**src/rtl/hexrec_pkg.sv**
```systemverilog
package hexrec_pkg;

    localparam logic [7:0] CH_CR    = 8'h0D;
    localparam logic [7:0] CH_LF    = 8'h0A;
    localparam logic [7:0] CH_COLON = 8'h3A;
    localparam logic [7:0] CH_ZERO  = 8'h30;
    localparam int         EOF_LAST = 10;

    typedef enum logic [4:0] {
        S_IDLE, S_CR, S_LF, S_COLON,
        S_LEN_H, S_LEN_L,
        S_ADR3, S_ADR2, S_ADR1, S_ADR0,
        S_TYP_H, S_TYP_L,
        S_DAT_H, S_DAT_L,
        S_SUM_H, S_SUM_L,
        S_EOF, S_FIN_CR, S_FIN_LF, S_DRAIN
    } frm_state_t;

    typedef struct packed {
        logic [15:0] addr;
        logic [7:0]  len;
        logic [7:0]  cnt;
        logic [7:0]  sum;
    } rec_ctx_t;

    function automatic logic [7:0] hex_ascii(input logic [3:0] nib);
        if (nib < 4'd10) return 8'h30 + {4'h0, nib};
        else             return 8'h37 + {4'h0, nib};
    endfunction

    // Characters of the terminating record, indexed 0..EOF_LAST.
    function automatic logic [7:0] eof_char(input logic [3:0] idx);
        if (idx == 4'd0)      return CH_COLON;
        else if (idx <= 4'd7) return CH_ZERO;
        else if (idx == 4'd8) return 8'h31;
        else                  return 8'h46;
    endfunction

endpackage

```
**src/rtl/hexrec_fetch.sv**
```systemverilog
module hexrec_fetch #(
    parameter int CNT_W = 17
) (
    input  logic             clk,
    input  logic             rst,
    input  logic             go,
    input  logic [15:0]      go_addr,
    input  logic [CNT_W-1:0] go_count,
    input  logic             consume,
    output logic             rd_en,
    output logic [15:0]      rd_addr,
    input  logic [7:0]       rd_data,
    output logic             buf_valid,
    output logic [7:0]       buf_data
);
    logic [15:0]      faddr;
    logic [CNT_W-1:0] fleft;
    logic             inflight;

    assign rd_en   = (fleft != '0) && !inflight && (!buf_valid || consume);
    assign rd_addr = faddr;

    always_ff @(posedge clk) begin
        if (rst) begin
            faddr     <= '0;
            fleft     <= '0;
            inflight  <= 1'b0;
            buf_valid <= 1'b0;
            buf_data  <= '0;
        end else if (go) begin
            faddr     <= go_addr;
            fleft     <= go_count;
            inflight  <= 1'b0;
            buf_valid <= 1'b0;
        end else begin
            inflight <= rd_en;
            if (rd_en) begin
                faddr <= faddr + 16'd1;
                fleft <= fleft - 1'b1;
            end
            if (inflight) begin
                buf_valid <= 1'b1;
                buf_data  <= rd_data;
            end else if (consume) begin
                buf_valid <= 1'b0;
            end
        end
    end
endmodule

```
**src/rtl/hexrec_emit.sv**
```systemverilog
module hexrec_emit (
    input  logic       clk,
    input  logic       rst,
    input  logic       ch_valid,
    input  logic [7:0] ch,
    output logic       can_load,
    output logic       accepted,
    output logic       out_valid,
    output logic [7:0] out_char,
    input  logic       out_ready
);
    assign can_load = !out_valid || out_ready;
    assign accepted = out_valid && out_ready;

    always_ff @(posedge clk) begin
        if (rst) begin
            out_valid <= 1'b0;
            out_char  <= '0;
        end else if (ch_valid && can_load) begin
            out_valid <= 1'b1;
            out_char  <= ch;
        end else if (out_ready) begin
            out_valid <= 1'b0;
        end
    end
endmodule

```
**src/rtl/hexrec_framer.sv**
```systemverilog
module hexrec_framer
    import hexrec_pkg::*;
#(
    parameter int CNT_W   = 17,
    parameter int MAX_REC = 32
) (
    input  logic             clk,
    input  logic             rst,
    input  logic             go,
    input  logic [15:0]      go_addr,
    input  logic [CNT_W-1:0] go_count,
    input  logic             buf_valid,
    input  logic [7:0]       buf_data,
    input  logic             can_load,
    input  logic             accepted,
    output logic             ch_valid,
    output logic [7:0]       ch,
    output logic             consume,
    output logic             busy,
    output logic             done
);
    localparam logic [CNT_W-1:0] MAX_C = CNT_W'(MAX_REC);
    localparam logic [7:0]       MAX_B = 8'(MAX_REC);

    frm_state_t       st;
    rec_ctx_t         rec;
    logic [15:0]      addr;
    logic [CNT_W-1:0] left;
    logic [7:0]       cur_byte;
    logic [3:0]       eidx;
    logic [7:0]       rec_n;
    logic [7:0]       chk;
    logic             take;

    always_comb begin
        rec_n = (left > MAX_C) ? MAX_B : left[7:0];
        chk   = 8'd0 - rec.sum;
    end

    always_comb begin
        ch_valid = 1'b1;
        ch       = 8'h00;
        unique case (st)
            S_CR, S_FIN_CR: ch = CH_CR;
            S_LF, S_FIN_LF: ch = CH_LF;
            S_COLON:        ch = CH_COLON;
            S_LEN_H:        ch = hex_ascii(rec.len[7:4]);
            S_LEN_L:        ch = hex_ascii(rec.len[3:0]);
            S_ADR3:         ch = hex_ascii(rec.addr[15:12]);
            S_ADR2:         ch = hex_ascii(rec.addr[11:8]);
            S_ADR1:         ch = hex_ascii(rec.addr[7:4]);
            S_ADR0:         ch = hex_ascii(rec.addr[3:0]);
            S_TYP_H, S_TYP_L: ch = CH_ZERO;
            S_DAT_H: begin
                ch_valid = buf_valid;
                ch       = hex_ascii(buf_data[7:4]);
            end
            S_DAT_L:        ch = hex_ascii(cur_byte[3:0]);
            S_SUM_H:        ch = hex_ascii(chk[7:4]);
            S_SUM_L:        ch = hex_ascii(chk[3:0]);
            S_EOF:          ch = eof_char(eidx);
            default:        ch_valid = 1'b0;
        endcase
    end

    assign take    = ch_valid && can_load;
    assign consume = take && (st == S_DAT_H);
    assign busy    = (st != S_IDLE);

    always_ff @(posedge clk) begin
        if (rst) begin
            st       <= S_IDLE;
            rec      <= '0;
            addr     <= '0;
            left     <= '0;
            cur_byte <= '0;
            eidx     <= '0;
            done     <= 1'b0;
        end else begin
            done <= 1'b0;
            case (st)
                S_IDLE: begin
                    if (go) begin
                        addr <= go_addr;
                        left <= go_count;
                        st   <= S_CR;
                    end
                end
                S_DRAIN: begin
                    if (accepted) begin
                        st   <= S_IDLE;
                        done <= 1'b1;
                    end
                end
                default: begin
                    if (take) begin
                        case (st)
                            S_CR: st <= S_LF;
                            S_LF: begin
                                if (left == '0) begin
                                    eidx <= '0;
                                    st   <= S_EOF;
                                end else begin
                                    rec.len  <= rec_n;
                                    rec.cnt  <= rec_n;
                                    rec.addr <= addr;
                                    rec.sum  <= rec_n + addr[15:8] + addr[7:0];
                                    st       <= S_COLON;
                                end
                            end
                            S_COLON: st <= S_LEN_H;
                            S_LEN_H: st <= S_LEN_L;
                            S_LEN_L: st <= S_ADR3;
                            S_ADR3:  st <= S_ADR2;
                            S_ADR2:  st <= S_ADR1;
                            S_ADR1:  st <= S_ADR0;
                            S_ADR0:  st <= S_TYP_H;
                            S_TYP_H: st <= S_TYP_L;
                            S_TYP_L: st <= S_DAT_H;
                            S_DAT_H: begin
                                cur_byte <= buf_data;
                                rec.sum  <= rec.sum + buf_data;
                                st       <= S_DAT_L;
                            end
                            S_DAT_L: begin
                                addr    <= addr + 16'd1;
                                left    <= left - 1'b1;
                                rec.cnt <= rec.cnt - 8'd1;
                                st      <= (rec.cnt == 8'd1) ? S_SUM_H : S_DAT_H;
                            end
                            S_SUM_H: st <= S_SUM_L;
                            S_SUM_L: st <= S_CR;
                            S_EOF: begin
                                if (eidx == 4'(EOF_LAST)) st <= S_FIN_CR;
                                else                      eidx <= eidx + 4'd1;
                            end
                            S_FIN_CR: st <= S_FIN_LF;
                            S_FIN_LF: st <= S_DRAIN;
                            default:  st <= S_IDLE;
                        endcase
                    end
                end
            endcase
        end
    end
endmodule

```
**src/rtl/hexrec_stream.sv**
```systemverilog
module hexrec_stream #(
    parameter int CNT_W   = 17,
    parameter int MAX_REC = 32
) (
    input  logic             clk,
    input  logic             rst,
    input  logic             start,
    input  logic [15:0]      start_addr,
    input  logic [CNT_W-1:0] byte_count,
    output logic             rd_en,
    output logic [15:0]      rd_addr,
    input  logic [7:0]       rd_data,
    output logic             out_valid,
    output logic [7:0]       out_char,
    input  logic             out_ready,
    output logic             busy,
    output logic             done
);
    logic       go;
    logic       buf_valid;
    logic [7:0] buf_data;
    logic       consume;
    logic       ch_valid;
    logic [7:0] ch;
    logic       can_load;
    logic       accepted;

    assign go = start && !busy;

    hexrec_fetch #(.CNT_W(CNT_W)) u_fetch (
        .clk(clk), .rst(rst), .go(go), .go_addr(start_addr), .go_count(byte_count),
        .consume(consume), .rd_en(rd_en), .rd_addr(rd_addr), .rd_data(rd_data),
        .buf_valid(buf_valid), .buf_data(buf_data)
    );

    hexrec_framer #(.CNT_W(CNT_W), .MAX_REC(MAX_REC)) u_framer (
        .clk(clk), .rst(rst), .go(go), .go_addr(start_addr), .go_count(byte_count),
        .buf_valid(buf_valid), .buf_data(buf_data), .can_load(can_load),
        .accepted(accepted), .ch_valid(ch_valid), .ch(ch), .consume(consume),
        .busy(busy), .done(done)
    );

    hexrec_emit u_emit (
        .clk(clk), .rst(rst), .ch_valid(ch_valid), .ch(ch), .can_load(can_load),
        .accepted(accepted), .out_valid(out_valid), .out_char(out_char),
        .out_ready(out_ready)
    );
endmodule

```
**config.mk**
```make
export PLATFORM = sky130hd
export DESIGN_NAME = hexrec_stream
export DESIGN_NICKNAME = d
export VERILOG_FILES = /design/src/rtl/hexrec_pkg.sv /design/src/rtl/hexrec_fetch.sv /design/src/rtl/hexrec_emit.sv /design/src/rtl/hexrec_framer.sv /design/src/rtl/hexrec_stream.sv
export SDC_FILE = /design/constraint.sdc
export NUM_CORES = 1
export LEC_CHECK = 0
export BUFFER_PORTS_ARGS = -buffer_cell sky130_fd_sc_hd__buf_2
export CORE_ASPECT_RATIO = 1.1
export CORE_MARGIN = 1
export CORE_UTILIZATION = 50
export DETAILED_ROUTE_END_ITERATION = 10
export PLACE_DENSITY = 0.68
export SLEW_MARGIN = 20
export SYNTH_ARGS = -nofsm -noshare
export SYNTH_HDL_FRONTEND = slang
export SYNTH_HIERARCHICAL = 1
export SYNTH_SLANG_ARGS = --single-unit
```
**constraint.sdc**
```tcl
create_clock -name clk -period 10.7 [get_ports clk]
set_input_delay 2.14 -clock clk [delete_from_list [all_inputs] [get_ports clk]]
set_output_delay 2.14 -clock clk [all_outputs]
set_load 0.005 [all_outputs]
```
After elaboration in Yosys (flattened, before gate mapping)
Index checks and enable logic that the tools add are counted.

Bits in registers: 139. Input bits: 45. Output and inout bits: 28. Word-level logic and storage cells: 179.

Add/sub/neg operators: 30. Magnitude comparators: 12. Eq/ne operators: 28. Multiplexer cells: 47. Bitwise logic cells: 4. Reduce and logical (&&, ||, !) cells: 41.

Operators with widths (number): $add A6 B4 Y7 const A (20); $pmux W8 S15 (1); $mux W8 (13); $mux W16 (6); $pmux W5 S18 (1); $mux W17 (5); $eq A5 B4 Y1 const B (8); $lt A4 B4 Y1 const B (10); $pmux W17 S2 (1); $sub A17 B1 Y17 const B (2); $add A16 B1 Y16 const B (2); $pmux W16 S2 (1); $pmux W8 S2 (2); $mux W5 (5); $add A8 B8 Y8 (3); $eq A5 B3 Y1 const B (4); $eq A5 B5 Y1 const B (4); $reduce_and A4 Y1 (5); $gt A17 B6 Y1 const B (1); $logic_not A17 Y1 (1); $reduce_bool A17 Y1 (1); $reduce_or A17 Y1 (1); $reduce_bool A2 Y1 (8); $reduce_or A2 Y1 (6); 29 further kinds (51).

Longest topological paths before layout
Gate-level depths: netlist (run 1).

Word-level depth: 9. Mapped depth: 15. Gate-level depth less buffers: 15.

Cells and area by module
Netlist (run 1), hierarchy kept.

By module, submodules not included: hexrec_framer (times used 1, cells an instance 929, area an instance 6789.0 sq um, sequential area each 1741.7 sq um); hexrec_fetch (times used 1, cells an instance 254, area an instance 2183.3 sq um, sequential area each 860.8 sq um); hexrec_emit (times used 1, cells an instance 42, area an instance 498.0 sq um, sequential area each 180.2 sq um); hexrec_stream (times used 1, cells an instance 1, area an instance 13.8 sq um, sequential area each 0.0 sq um).

Worst setup path before layout (run 1)
No wires, ideal clock.

Path kind: input to output. Start point: input out_ready. End point: output rd_en. Arrival: 3.804 ns. Data required time: 8.560 ns. Path slack: 4.756 ns. Stages: 9. Buffers on the path: 2. Path through: nand2b_4 buf_6 buf_12 a21boi_0 nand2_1 nor2_1 nand2b_1 nand2_1 nor2_1.

Word-level cells in the longest chain between the ends: 5.

RTL lines: from (decl) (RTL line hexrec_stream.sv:15) `input logic out_ready,`; $logic_or A1 B1 Y1 (RTL line hexrec_emit.sv:12) `assign can_load = !out_valid || out_ready;`; named net can_load (RTL line hexrec_stream.sv:25) `logic can_load;`; $logic_and A1 B1 Y1 (RTL line hexrec_framer.sv:66) `assign take = ch_valid && can_load;`; $logic_and A1 B1 Y1 (RTL line hexrec_framer.sv:67) `assign consume = take && (st == S_DAT_H);`; named net consume (RTL line hexrec_stream.sv:22) `logic consume;`; $logic_or A1 B1 Y1 (RTL line hexrec_fetch.sv:20) `assign rd_en = (fleft != '0) && !inflight && (!buf_valid || consume);`; $logic_and A1 B1 Y1 (RTL line hexrec_fetch.sv:20); to (decl) (RTL line hexrec_stream.sv:10) `output logic rd_en,`.

The timed path passes the listed nets, and every way through them passes these cells.

Final worst setup path (run 1)
Ends and elaborated chain as after synthesis.

==> results.sh, run 1 <==
export IMPL_synth_compound_area_share_pct=24.9
export IMPL_synth_warnings=6
export IMPL_io_pin_count=73
export IMPL_cpMaxStageDelayCell="nor2_1"
export IMPL_first_pass_iters=7
export IMPL_slew_violations=0
export IMPL_p_leak_nw=3.65
export IMPL_synthMuxAreaShare_pct=1.82
export IMPL_synth_cell_types=80
export IMPL_path_max_fanout=19
export IMPL_path_cells="buf_2 > nand2b_4 > a21boi_0 > nand2_1 > nor2_1 > nand2b_1 > nand2_1 > nor2_1 > buf_2"
export IMPL_synth_xor_area_share_pct=5.08
export IMPL_hold_path_depth=2
export IMPL_syn_area_um2=9480
export IMPL_synth_edff_count=0
export IMPL_h_tree_depth=4
export IMPL_initial_core_util_pct=51.3
export IMPL_end_kind="output pin"
export IMPL_synth_top_family_by_area="simple AND/OR/NAND/NOR gates"
export IMPL_synth_fa_ha_area_share_pct=6.25
export IMPL_clock_sinks=139
export IMPL_postSynthCellCount=1226
export IMPL_synthArstFlopShare_pct=0
export IMPL_finalSetupViolCount=0
export IMPL_drive_gt1_share_pct=12.7
export IMPL_synthFlopType="dfxtp_1"
export IMPL_worstPathRequired_ns=8.56
export IMPL_crit_type="in2out"
export IMPL_core_area_um2=18500
export IMPL_grt_overflow=0
export IMPL_wl_per_cell_um=17.8
export IMPL_place_area_um2=9880
export IMPL_ys_seq_area_share_pct=29.3
export IMPL_cts_buffer_depth=2
export IMPL_startpoint_type="primary input"
export IMPL_ys_ff_latch=139
export IMPL_worst_ir_drop_vdd_mv=0.173
export IMPL_grt_pass1_vias=8563
export IMPL_cp_arrival_ns=4.78
export IMPL_num_antenna_cells=0
export IMPL_p_per_area_nw_per_um2=249
export IMPL_via_count=9304
export IMPL_fp_dieArea_um2=19500
export IMPL_final_core_util_pct=56.7
export IMPL_root_buffer="clkbuf_16"
export IMPL_syn2layout_area_growth_pct=10.4
export IMPL_grt_max_degree=66
export IMPL_io_buffers=72
export IMPL_hold_buffers=0
export IMPL_worstMarginPinSlew_ns=1.10
export IMPL_clock_fmax_mhz=144
export IMPL_dpl_cell_count=1475
export IMPL_numCtsBuffers=17
export IMPL_antenna_found_initial=0
export IMPL_syn_area_per_cell_um2=7.74
export IMPL_clock_latency_ns=0.43
export IMPL_vias_per_cell=6.17
export IMPL_status="complete, no violations"
export IMPL_slowest_delay_ns=0.57
export IMPL_die_h_um=146
export IMPL_nets=1338
export IMPL_hold_viol_final=0
export IMPL_final_area_um2=10500
export IMPL_cts_tree="done"
export IMPL_routed_wl_mm=26.9
export IMPL_drtAntennaViolNets=0
export IMPL_hold_path_class="reg2reg"
export IMPL_drt_iter0_drc=815
export IMPL_place_gp_congestion=0.925
export IMPL_min_period_over_period_pct=64.7
export IMPL_ff2ff_setup_slack_ns=6.24
export IMPL_synthSimpleGateAreaFrac_pct=27.0
export IMPL_post_cts_resize_count=0
export IMPL_track_usage_pct=28.4
export IMPL_finalSetupTns_ns=0
export IMPL_clkTransAtPathRegs_ns=0.06
export IMPL_maxSlewHeadroom_pct=26.3
export IMPL_drc_errors=0
export IMPL_fp_dieW_um=133
export IMPL_r2r_worst_path_cells=13
export IMPL_min_period_ns=6.92
export IMPL_cap_violations=0
export IMPL_num_rows=52
export IMPL_grt_pass1_wl_mm=44.8
export IMPL_skew_ns=0.0108
export IMPL_hpwl_mm=19.8
export IMPL_post_cts_setup_buffers=0
export IMPL_rsz0062_at_grt="false"
export IMPL_fin_cells=1507
==> cell type report <==
cell class | count | area [um2]
repair buffers | 81 | 430
flip-flops and latches | 139 | 2780
inverters | 49 | 184
multi-input cells | 963 | 6180
clock inverters | 14 | 160
clock buffers | 18 | 429
well taps | 243 | 304
fillers | 1784 | 8010
==> synth_stat cells, types with 14 or more instances <==
library cell,n,area share (%)
inv_1,48,1.9
a21oi_1,94,5.0
mux2i_1,15,1.6
dfxtp_1,139,29
nor2b_1,16,1.1
or4_1,14,1.1
nand2_1,117,4.6
nor2_1,124,4.9
nor3_1,55,2.9
xnor2_1,47,4.3
clkbuf_1,59,2.3
ha_1,33,4.4
a211oi_1,54,4.3
nand3_1,40,2.1
o22ai_1,15,0.99
nor4_1,18,1.2
a22oi_1,14,1.1
nand4_1,16,1.1
o21ai_0,64,3.4
==> worst max-delay path: cells and delay by family <==
family | cells | cell delay [ns]
buffers and inverters | 2 | 0.26
AOI/OAI and AO/OA | 1 | 0.33
and+or+nand+nor | 6 | 2.05
==> cell families (layout without fill, tap and decap cells) <==
family / count (synthesis) / after routing
adder cells (fa/ha/maj): 42 / 42
AND/OR/NAND/NOR: 494 / 494
flip-flops: 139 / 139
other: 1 / 2
buffers and inverters: 125 / 162
AO/OA/AOI/OAI: 353 / 353
XOR/XNOR: 55 / 55
multiplexers: 17 / 17
==> final timing paths <==
path | end | from
min reg2reg | u_framer/rec[28] | u_framer/rec[28]
max | rd_en | out_ready
min | u_framer/rec[28] | u_framer/rec[28]
max reg2reg | u_framer/rec[7] | u_framer/left[8]
==> cell usage in the layout, fill, tap and decap left out, drive strengths merged, types with 5 or more instances in the layout <==
cell type,count
a211oi,55
a21bo,8
a21o,8
a21oi,102
a22oi,14
a311oi,12
a31oi,8
and2,7
and3,8
buf,81
clkbuf,18
dfxtp,139
fa,9
ha,33
inv,55
mux2i,15
nand2,118
nand2b,12
nand3,48
nand4,16
nor2,124
nor2b,17
nor3,56
nor4,22
nor4b,8
o211ai,12
o21a,5
o21ai,67
o22ai,15
o311ai,5
o32ai,7
or2,10
or3,10
or4,18
xnor2,47
xor2,8
==> per-stage QoR <==
stage / hold WS (ns) / worst slack (ns) / total power, mW
6_report: 0.463 / 3.78 / 2.61
5_1_grt: 0.498 / 3.58 / 2.79
4_1_cts: 0.463 / 3.79 / 2.60
3_5_place_dp: 0.455 / 3.81 / 1.99
3_3_place_gp: 0.441 / 3.85 / 1.98
2_1_floorplan: 0.432 / 4.76 / 1.69
==> per-layer routing <==
| layer | up-vias | GRT usage (%) | routed length, um |
|---|---|---|---|
| li1 | 4557 | - | - |
| met1 | 4379 | 37.2 | 11900 |
| met2 | 313 | 47.1 | 13000 |
| met3 | 55 | 4.10 | 1320 |
| met4 | 0 | 10.9 | 703 |
| met5 | - | 0 | 0 |
==> state kept, by name, indices dropped and copies added, names as in the netlist <==
signal / count
u_framer/rec: 40
u_fetch/fleft: 17
u_framer/left: 17
u_fetch/rd_addr: 16
u_framer/addr: 16
u_emit/out_char: 8
u_fetch/buf_data: 8
u_framer/st: 5
u_framer/cur_byte: 4
u_framer/eidx: 4
u_emit/out_valid: 1
u_fetch/buf_valid: 1
u_fetch/inflight: 1
u_framer/done: 1
==> power by group <==
part           total [mW]  internal (mW)  switching (mW)
Clock               0.596          0.348           0.248
Sequential          0.821          0.637           0.184
Combinational        1.19          0.461           0.729
Total                2.61           1.45            1.16
No activity file was read; power rests on OpenSTA's default activity.
==> run 2: changes to the inputs <==
--- a/config.mk
+++ b/config.mk
@@ -10,7 +10,7 @@
 export CORE_MARGIN = 1
 export CORE_UTILIZATION = 50
 export DETAILED_ROUTE_END_ITERATION = 10
-export PLACE_DENSITY = 0.68
+export PLACE_DENSITY = 0.71
 export SLEW_MARGIN = 20
 export SYNTH_ARGS = -nofsm -noshare
 export SYNTH_HDL_FRONTEND = slang
==> constraint.sdc (replaced) <==
create_clock -name clk -period 6.1 [get_ports clk]
set_input_delay 1.22 -clock clk [delete_from_list [all_inputs] [get_ports clk]]
set_output_delay 1.22 -clock clk [all_outputs]
set_load 0.005 [all_outputs]
==> run 2 against run 1 <==
Effect of this change: global-route usage rose by 0.13 points; die area did not move; cell area about the same; count of clock-buffer cells in the layout unchanged; setup slack got worse by 2.4 ns; non-clock buffer count is 2 higher; wire length rose by 1.6%; utilization about the same; sequential cell count is the same; hold slack got worse by 0.00084 ns; sequential power rose by 75%; clock power up 71%.
==> results.sh, run 2 (same netlist as run 1, synthesis figures left out) <==
export IMPL_finalSetupTns_ns=0
export IMPL_grt_pass1_wl_mm=44.7
export IMPL_clock_sinks=139
export IMPL_hold_viol_final=0
export IMPL_fp_dieW_um=133
export IMPL_io_pin_count=73
export IMPL_clock_fmax_mhz=211
export IMPL_drc_errors=0
export IMPL_startpoint_type="primary input"
export IMPL_path_buf_inv=3
export IMPL_min_period_ns=4.74
export IMPL_largest_register_ffs=40
export IMPL_wl_per_cell_um=18.1
export IMPL_num_rows=52
export IMPL_largestRegisters="u_framer/rec: 40 flops, u_fetch/fleft: 17 flops, u_framer/left: 17 flops"
export IMPL_post_cts_resize_count=0
export IMPL_crit_type="in2out"
export IMPL_cp_arrival_ns=3.52
export IMPL_routed_wl_mm=27.3
export IMPL_layout_common_cells="139 x dfxtp_1, 124 x nor2_1, 117 x nand2_1"
export IMPL_status="complete, no violations"
export IMPL_drive_gt1_share_pct=12.8
export IMPL_drt_iter0_drc=923
export IMPL_place_gp_congestion=0.929
export IMPL_cpMaxStageDelayCell="nor2_1"
export IMPL_fill_cells=1775
export IMPL_grt_overflow=0
export IMPL_clkTransAtPathRegs_ns=0.06
export IMPL_path_cells="buf_2 > nand2b_4 > a21boi_0 > nand2_1 > nor2_1 > buf_4 > nand2b_1 > nand2_1 > nor2_1 > buf_2"
export IMPL_dpl_cell_count=1477
export IMPL_p_leak_nw=3.66
export IMPL_hold_buffers=0
export IMPL_regMostFlops="u_framer/rec"
export IMPL_slowest_delay_ns=0.40
export IMPL_first_pass_iters=5
export IMPL_skew_ns=0.0117
export IMPL_place_area_um2=9900
export IMPL_end_kind="output pin"
export IMPL_grt_max_degree=69
export IMPL_fin_cells=1509
export IMPL_drtAntennaViolNets=0
export IMPL_fin_ws_ns=1.36
export IMPL_rsz0062_at_grt="false"
export IMPL_min_period_over_period_pct=77.7
export IMPL_worstPathRequired_ns=4.88
export IMPL_initial_core_util_pct=51.3
export IMPL_final_common_cell="dfxtp_1"
export IMPL_hold_path_class="reg2reg"
export IMPL_slew_violations=0
export IMPL_vias_per_cell=6.27
export IMPL_post_cts_setup_buffers=0
export IMPL_h_tree_depth=4
export IMPL_nets=1340
export IMPL_worstMarginPinSlew_ns=1.13
export IMPL_final_area_um2=10500
export IMPL_num_antenna_cells=0
export IMPL_p_per_area_nw_per_um2=435
export IMPL_antenna_found_initial=0
export IMPL_io_buffers=72
export IMPL_cap_violations=0
export IMPL_via_count=9467
export IMPL_grt_pass1_vias=8668
export IMPL_finalSetupViolCount=0
export IMPL_path_max_fanout=19
export IMPL_maxSlewHeadroom_pct=24.5
export IMPL_holdWs_ns=0.462
export IMPL_clock_latency_ns=0.44
export IMPL_hpwl_mm=19.8
export IMPL_die_h_um=146
export IMPL_critPathTopFamily="simple AND/OR/NAND/NOR gates"
export IMPL_cts_buffer_depth=2
export IMPL_track_usage_pct=28.6
export IMPL_syn2layout_area_growth_pct=10.3
export IMPL_core_area_um2=18500
export IMPL_cts_tree="done"
export IMPL_root_buffer="clkbuf_16"
export IMPL_fp_dieArea_um2=19500
export IMPL_numCtsBuffers=17
export IMPL_worst_ir_drop_vdd_mv=0.292
export IMPL_dp_slack_ns=1.41
## run 2: changes by cell type in the layout (fill, tap and decap cells not counted), sizes merged
cell and change:
buf +2, bufinv -1, clkinv +3, clkinvlp -1, inv -1
## run 2: where the power goes
group / switching, mW / internal [mW] / leakage, nW
sequential: 0.326 / 1.12 / 1.14
clock: 0.447 / 0.570 / 0.275
combinational: 1.28 / 0.808 / 2.25
## run 2: worst reg2reg max path, delay by kind of cell (launching register included)
family	cells	cell delay, ns
adders and majority gates	3	1.14
xor gates and xnor gates	1	0.09
AOI/OAI and AO/OA	5	1.22
DFF	1	0.35
and+or+nand+nor	4	1.42
## run 2: routing by layer
layer  part of all wire, %  vias to the layer above  global-route usage, %  wire length, um
met5                     0                        -                      0                0
met4                   2.9                        0                   11.3              801
met3                   6.0                       62                   4.86             1650
met2                    47                      374                   47.2            12900
met1                    44                     4473                   36.8            11900
li1                      -                     4558                      -                -
## run 2: cell type report
cell class	instances	area, um2	share of cell area, %
multi-input combinational	963	6180	59.1
sequential	139	2780	26.6
timing repair buffer	83	445	4.26
clock buffer	18	429	4.10
tap	243	304	2.91
inverter	49	184	1.76
clock inverter	14	139	1.33
## run 2: final timing paths
check	cells past startpoint	endpoint	slack (ns)	from
worst max-delay path	10	rd_en	1.36	out_ready
worst min-delay path	2	u_framer/rec[32]	0.46	u_framer/rec[32]
worst max register to register	13	u_framer/rec[7]	1.73	u_framer/left[8]
worst min register to register	2	u_framer/rec[32]	0.46	u_framer/rec[32]
## run 2: stage by stage
stage	utilization (%)	power [mW]
after floorplan	-	2.96
after global routing	56.6	4.84
final	56.6	4.55
after CTS	56.6	4.52
after global placement	53.6	3.46
after detailed placement	53.6	3.49
==> run 3: changes to the inputs <==
==> constraint.sdc (replaced) <==
create_clock -name clk -period 3.9 [get_ports clk]
set_input_delay 0.78 -clock clk [delete_from_list [all_inputs] [get_ports clk]]
set_output_delay 0.78 -clock clk [all_outputs]
set_load 0.005 [all_outputs]
==> run 3 against run 2 <==
Effect of this change: global-route usage up 0.37 points; setup slack got worse by 1.2 ns; critical endpoint is now u_framer/rec[5]; wire length increased by 2.8%; critical path type is now reg2reg.
==> results.sh, run 3 (same netlist as run 1, synthesis figures left out) <==
export IMPL_status="complete, no violations"
export IMPL_drc_errors=0
export IMPL_regMostFlops="u_framer/rec"
export IMPL_clock_fmax_mhz=267
export IMPL_hold_viol_final=0
export IMPL_hold_buffers=0
export IMPL_cap_violations=0
export IMPL_clock_latency_ns=0.43
export IMPL_layout_common_cells="139 x dfxtp_1, 124 x nor2_1, 117 x nand2_1"
export IMPL_hpwl_mm=20.7
export IMPL_pwr_share_clk_pct=21.6
export IMPL_min_period_over_period_pct=96.2
export IMPL_syn2layout_area_growth_pct=13.9
export IMPL_skew_ns=0.00863
export IMPL_p_int_mw=4.16
export IMPL_drt_iter0_drc=772
export IMPL_final_common_cell="dfxtp_1"
export IMPL_cp_arrival_ns=4.05
export IMPL_core_area_um2=18500
export IMPL_fp_dieW_um=133
export IMPL_slew_violations=0
export IMPL_via_count=9504
export IMPL_initial_core_util_pct=51.3
export IMPL_nets=1375
export IMPL_track_usage_pct=28.9
export IMPL_largestRegisters="u_framer/rec: 40 flops, u_fetch/fleft: 17 flops, u_framer/left: 17 flops"
export IMPL_io_pin_count=73
export IMPL_drive_gt1_share_pct=16.0
export IMPL_worst_ir_drop_vdd_mv=0.378
export IMPL_worstPathRequired_ns=4.20
export IMPL_grt_pass1_vias=8872
export IMPL_root_buffer="clkbuf_16"
export IMPL_place_area_um2=10100
export IMPL_pwr_share_seq_pct=29.4
export IMPL_dp_slack_ns=0.0746
export IMPL_final_area_um2=10800
export IMPL_cts_buffer_depth=2
export IMPL_worstMarginPinSlew_ns=0.917
export IMPL_num_antenna_cells=0
export IMPL_grt_overflow=0
export IMPL_place_gp_congestion=0.947
export IMPL_min_period_ns=3.75
export IMPL_p_leak_nw=3.82
export IMPL_routed_wl_mm=28.0
export IMPL_num_rows=52
export IMPL_p_per_area_nw_per_um2=687
export IMPL_clock_sinks=139
export IMPL_power_switching_mw=3.26
export IMPL_h_tree_depth=4
export IMPL_maxSlewHeadroom_pct=38.8
export IMPL_largest_register_ffs=40
export IMPL_cts_tree="done"
export IMPL_hold_path_class="reg2reg"
export IMPL_wl_per_cell_um=18.2
export IMPL_numCtsBuffers=17
export IMPL_finalSetupViolCount=0
export IMPL_crit_type="reg2reg"
export IMPL_grt_pass1_wl_mm=45.1
export IMPL_vias_per_cell=6.16
export IMPL_antenna_found_initial=0
export IMPL_die_h_um=146
export IMPL_drtAntennaViolNets=0
export IMPL_grt_max_degree=53
export IMPL_first_pass_iters=5
export IMPL_fp_dieArea_um2=19500
export IMPL_switching_share_pct=43.9
export IMPL_fin_ws_ns=0.149
export IMPL_io_buffers=72
export IMPL_power_frac_comb_pct=49.0
export IMPL_end_kind="register"
export IMPL_clkTransAtPathRegs_ns=0.06
export IMPL_startpoint_type="register"
export IMPL_path_max_fanout=3
==> run 3: area by class of cell <==
cell class | instances | area (um2)
sequential | 139 | 2780
clock inverter | 13 | 134
inverter | 49 | 184
timing repair buffer | 118 | 708
tap | 243 | 304
multi-input combinational | 963 | 6250
clock buffer | 19 | 443
fill | 1730 | 7680
==> run 3: layer usage <==
layer	wire length, um	vias to the layer above	part of all wire, %	track usage, %
met1	11900	4444	43	35.8
met3	1580	80	5.6	4.83
li1	-	4634	-	-
met5	0	-	0	0
met2	13400	346	48	47.8
met4	1100	0	3.9	15.6
==> run 3: critical path, cell delays in order (launching register included) <==
cell	delay, ns
dfxtp_1	0.31
or4_4	0.54
or3_4	0.40
a2111oi_4	0.30
and2_4	0.22
fa_1	0.43
ha_4	0.20
fa_2	0.39
buf_4	0.15
a21o_1	0.16
a21oi_1	0.16
xnor2_1	0.08
a32oi_1	0.19
a21oi_1	0.08
==> run 3: what timing repair did <==
item	CTS	global route
setup endpoints to repair	0	3
buffers inserted	0	3
resized for setup	0	13
==> run 3: path summary, 6_finish.rpt <==
check	slack (ns)	endpoint	cells after the start	start
min	0.45	u_framer/rec[36]	2	u_framer/rec[36]
max	0.15	u_framer/rec[5]	13	u_framer/left[6]
min reg2reg	0.45	u_framer/rec[36]	2	u_framer/rec[36]
max reg2reg	0.15	u_framer/rec[5]	13	u_framer/left[6]
==> run 3: power groups by stage <==
stage	Clock (mW)	Sequential [mW]	Combinational [mW]
2_1_floorplan	0	2.07	2.56
3_3_place_gp	0	2.19	3.40
3_5_place_dp	0	2.19	3.43
4_1_cts	1.61	2.17	3.47
5_1_grt	1.67	2.23	3.98
6_report	1.60	2.18	3.64
==> run 3: through the flow <==
step | total power [mW] | utilization (%) | hold WS, ns | TNS, ns | cells
finish | 7.42 | 58.5 | 0.455 | 0 | 1544
global route | 7.88 | 58.5 | 0.476 | -0.0158 | 1544
detailed placement | 5.63 | 54.9 | 0.448 | 0 | 1509
floorplan | 4.63 | - | 0.432 | 0 | 1227
global placement | 5.59 | 54.9 | 0.443 | 0 | 1509
CTS | 7.25 | 58.0 | 0.457 | 0 | 1541
